==> config.mk <==
export PLATFORM = sky130hd
export DESIGN_NAME = mw_sdpram
export DESIGN_NICKNAME = d
export VERILOG_FILES = /design/src/rtl/mw_sdpram.sv
export SDC_FILE = /design/constraint.sdc
export NUM_CORES = 2
export LEC_CHECK = 0
export ABC_CLOCK_PERIOD_IN_PS = 2700
export CORE_MARGIN = 1
export CORE_UTILIZATION = 40
export DETAILED_ROUTE_END_ITERATION = 8
export PLACE_DENSITY = 0.67
export SYNTH_ARGS = -nofsm -noshare
export SYNTH_HDL_FRONTEND = slang
export SYNTH_SLANG_ARGS = --single-unit
==> constraint.sdc <==
create_clock -name wr_clk -period 2.7 [get_ports wr_clk]
set_input_delay 0.27 -clock wr_clk [delete_from_list [all_inputs] [get_ports wr_clk]]
set_output_delay 0.27 -clock wr_clk [all_outputs]
set_load 0.01 [all_outputs]
==> src/rtl/mw_sdpram.sv <==
module mw_sdpram #(
  parameter int DEPTH = 256,
  parameter int BW = 8,
  parameter int RATIO = 1,
  parameter bit SEP_CLK = 1'b0,
  parameter bit HAS_RD_EN = 1'b1,
  parameter bit RDW_OLD = 1'b1,
  localparam int AW = $clog2(DEPTH),
  localparam int RAW = AW - $clog2(RATIO),
  localparam int RDW = BW * RATIO
) (
  input  logic           wr_clk,
  input  logic           rd_clk,
  input  logic           wr_en,
  input  logic [AW-1:0]  wr_addr,
  input  logic [BW-1:0]  wr_data,
  input  logic           rd_en,
  input  logic [RAW-1:0] rd_addr,
  output logic [RDW-1:0] rd_data
);

  logic [BW-1:0]  mem [DEPTH] = '{default: '0};
  logic [RDW-1:0] fetch;
  logic [RDW-1:0] out_q = '0;
  logic           rck;
  logic           rd_go;

  assign rck   = SEP_CLK ? rd_clk : wr_clk;
  assign rd_go = HAS_RD_EN ? rd_en : 1'b1;

  always_ff @(posedge wr_clk)
    if (wr_en) mem[wr_addr] <= wr_data;

  for (genvar l = 0; l < RATIO; l++) begin : g_lane
    logic [AW-1:0] ba;
    logic [BW-1:0] lane_q = '0;
    assign ba = AW'(int'(rd_addr) * RATIO + l);
    if (RDW_OLD || SEP_CLK) begin : g_old
      always_ff @(posedge rck)
        if (rd_go) lane_q <= mem[ba];
    end else begin : g_fwd
      always_ff @(posedge rck)
        if (rd_go) lane_q <= (wr_en && wr_addr == ba) ? wr_data : mem[ba];
    end
    assign fetch[l*BW +: BW] = lane_q;
  end

  always_ff @(posedge rck)
    out_q <= fetch;

  assign rd_data = out_q;

endmodule

==> out/results.ini <==
[setup_path]
critical_path_arrival_ns=3.22
slowest_delay_ns=0.61
crit_top_cell=buf_4
r2r_cells=8
slowest_stage=mux4_1
crit_buf_inv=2
critical_path_depth=8
cp_max_fo=1
path_class=reg -> reg
critPathLaunchType=flip-flop
crit_chain=mux4_1 > mux4_2 > nor2_1 > a2111oi_1 > buf_4 > nor3_1 > buf_4 > nor4_1
required_ns=3.27
critPathCaptureType=flip-flop
path_delay_family=multiplexers

[timing]
min_period_ns=2.65
slew_violations=0
layout_setup_ws_ns=0.0482
hold_ws_ns=0.0537
tightest_slew_ns=0.844
hold_viol_final=0
fin_skew_ns=0.0285
fmax_mhz=377
fin_crit_sh_pct=98.2
max_slew_margin_pct=43.8
grt_setup_unrepaired=false
setup_viol=0

[synth]
yosysWarningCount=0
syn_area_per_cell_um2=21.3
syn-num-nets=3769
ys_ff_latch=2064
synth_ff_type=edfxtp_1
synth.distinct_cells=55
syn-cell-area_mm2=0.0798
synthCells=3741
synth_edf_count=2056
synth-async-reset-ratio_pct=0
yosysSeqAreaShare_pct=77.6

[grt]
grt_use_met2_pct=30.9
grt_pass1_wl_mm=288
antenna_found_initial=5
met3_usage_pct=3.66
met1_usage_pct=27.1
grt_overflow_total=0
grt_use_total_pct=19.4
grt_pass1_vias=41405
grt-busiest-layer=met2
grt_max_degree=99

[clocking]
clock_path_buffers=3
clock_sinks=2064
cts_tree=done
post_cts_buffers=0
cts.clk_slew.worst_paths_ns=0.06
numCtsBuffers=197
clk_latency_ns=0.82
htreeDepth=4
root_buffer=clkbuf_16

[placement]
place_congestion=0.881
port_buffers=34
hpwl_mm=127
pre_cts_ws_ns=-0.918

[floorplanning]
core_area_mm2=0.198
start_util_pct=40.3
rows=163
dieWidth_um=449
io_pins=36
die_height_um=449
die_area_mm2=0.201

[cells_and_area]
antenna_cells=0
final_layout_size_suffix_gt1_share_pct=31.4
synthToLayoutAreaGrowth_pct=18.4
fin_nets=4452

[drt]
routedWlPerCell_um=27.1
dr.pass1.iters=5
wl_mm=196
viasPerCell=5.67
first_iter_violations=5073
vias=40940
ant_nets=0
drc=0

[power_and_ir_drop]
ir_worst_vdd_mv=0.579
power.leakage_uw=0.0304
total_power_uw=66100
power_density_mw_per_mm2=699

[job]
cap_violations=0

[worst_hold_path]
hold_class=in -> reg
holdPathStages=1

[run_status]
status=finished, final reports clean

[cell families after synthesis]
kind of cell	share of synthesized area, %
compound gates	3.41
simple gates	2.62
mux	14.6
buf+inv	1.83
flops	77.6
[cell type report]
type	count	area (µm²)
Fill cell	16073	103000
Sequential cell	2064	61900
Clock inverter	116	1070
Timing Repair Buffer	717	6480
Inverter	2	7.51
Clock buffer	245	5200
Tap cell	2640	3300
Multi-Input combinational cell	1442	16500
[per-layer routing]
| layer | part of all wire [%] | wire length [µm] | up-vias |
|---|---|---|---|
| met5 | 0.017 | 34 | - |
| met4 | 2.8 | 5480 | 4 |
| met3 | 8.4 | 16500 | 309 |
| met2 | 48 | 94800 | 1864 |
| met1 | 40 | 79100 | 21671 |
| li1 | - | - | 17092 |
[Yosys cell counts, types with 3 or more instances]
| cell | instances | area (µm²) |
|---|---|---|
| o32ai_1 | 4 | 35.0 |
| a211oi_1 | 16 | 120 |
| nand4_1 | 10 | 62.6 |
| nor4_2 | 3 | 37.5 |
| buf_2 | 31 | 155 |
| buf_6 | 21 | 236 |
| nor3_1 | 22 | 110 |
| mux2i_1 | 134 | 1340 |
| dfxtp_1 | 8 | 160 |
| buf_12 | 8 | 160 |
| o211ai_1 | 10 | 75.1 |
| nand3_1 | 34 | 170 |
| nand2_1 | 33 | 124 |
| buf_1 | 22 | 82.6 |
| or2_2 | 4 | 25.0 |
| o21ai_0 | 10 | 50.1 |
| buf_8 | 13 | 195 |
| o22a_1 | 5 | 43.8 |
| a221oi_1 | 13 | 114 |
| and2_1 | 6 | 37.5 |
| o221ai_1 | 46 | 403 |
| nand2b_1 | 8 | 50.1 |
| a22o_1 | 8 | 70.1 |
| nor2_1 | 282 | 1060 |
| edfxtp_1 | 2056 | 61700 |
| o22ai_1 | 28 | 175 |
| clkbuf_1 | 111 | 417 |
| nor4_1 | 24 | 150 |
| a21oi_1 | 96 | 480 |
| nor2b_1 | 31 | 194 |
| mux4_2 | 454 | 10200 |
| buf_4 | 27 | 203 |
| a22oi_1 | 133 | 998 |
[path summary, 6_finish.rpt]
path,from,end,slack (ns)
worst min-delay path,wr_data[4],mem[244][4],0.05
worst max-delay path,mem[129][1],fetch[1],0.05
worst max register to register,mem[129][1],fetch[1],0.05
worst min register to register,fetch[0],rd_data[0],0.50
[report_power, final]
part | total [µW] | internal [µW] | leakage (µW) | switching [µW]
Clock | 27100 | 15400 | 0.00305 | 11700
Combinational | 3620 | 1480 | 0.00880 | 2150
Sequential | 35400 | 35300 | 0.0186 | 48.3
Total | 66100 | 52200 | 0.0304 | 13900
[placed cells by master (no fill, tap or decap), types with 13 or more instances in the layout]
| cell type | instances |
|---|---|
| edfxtp_1 | 2056 |
| buf_4 | 603 |
| mux4_2 | 454 |
| nor2_1 | 279 |
| clkbuf_16 | 201 |
| mux2i_1 | 134 |
| a22oi_1 | 133 |
| a21oi_1 | 96 |
| buf_12 | 77 |
| clkinv_1 | 50 |
| o221ai_1 | 46 |
| clkbuf_1 | 43 |
| nand3_1 | 34 |
| nand2_1 | 33 |
| clkinv_2 | 29 |
| o22ai_1 | 28 |
| nor2b_1 | 28 |
| clkdlybuf4s50_1 | 21 |
| nor4_1 | 19 |
| nor3_1 | 19 |
| bufinv_16 | 18 |
| a211oi_1 | 16 |
| a221oi_1 | 13 |
[what timing repair did]
action	in CTS	in global routing
resized for setup	6	0
hold buffers	5	0
hold endpoints to repair	234	0
endpoints found under the setup margin	5	0
[flip-flops by register name, indices dropped and copies added, names as in the netlist]
| name | count |
|---|---|
| mem | 2048 |
| fetch | 8 |
| rd_data | 8 |
[through the flow]
stage / utilization (%) / instances / setup TNS, ns / instance area, µm²
CTS: 47.8 / 7226 / 0 / 94500
finish: 47.8 / 7226 / 0 / 94500
floorplan: - / 3741 / 0 / 79800
global placement: 44.6 / 6860 / -5.36 / 88100
global route: 47.8 / 7226 / 0 / 94500
detailed placement: 44.6 / 6860 / -5.45 / 88100
No activity file was read; power rests on OpenSTA's default activity.
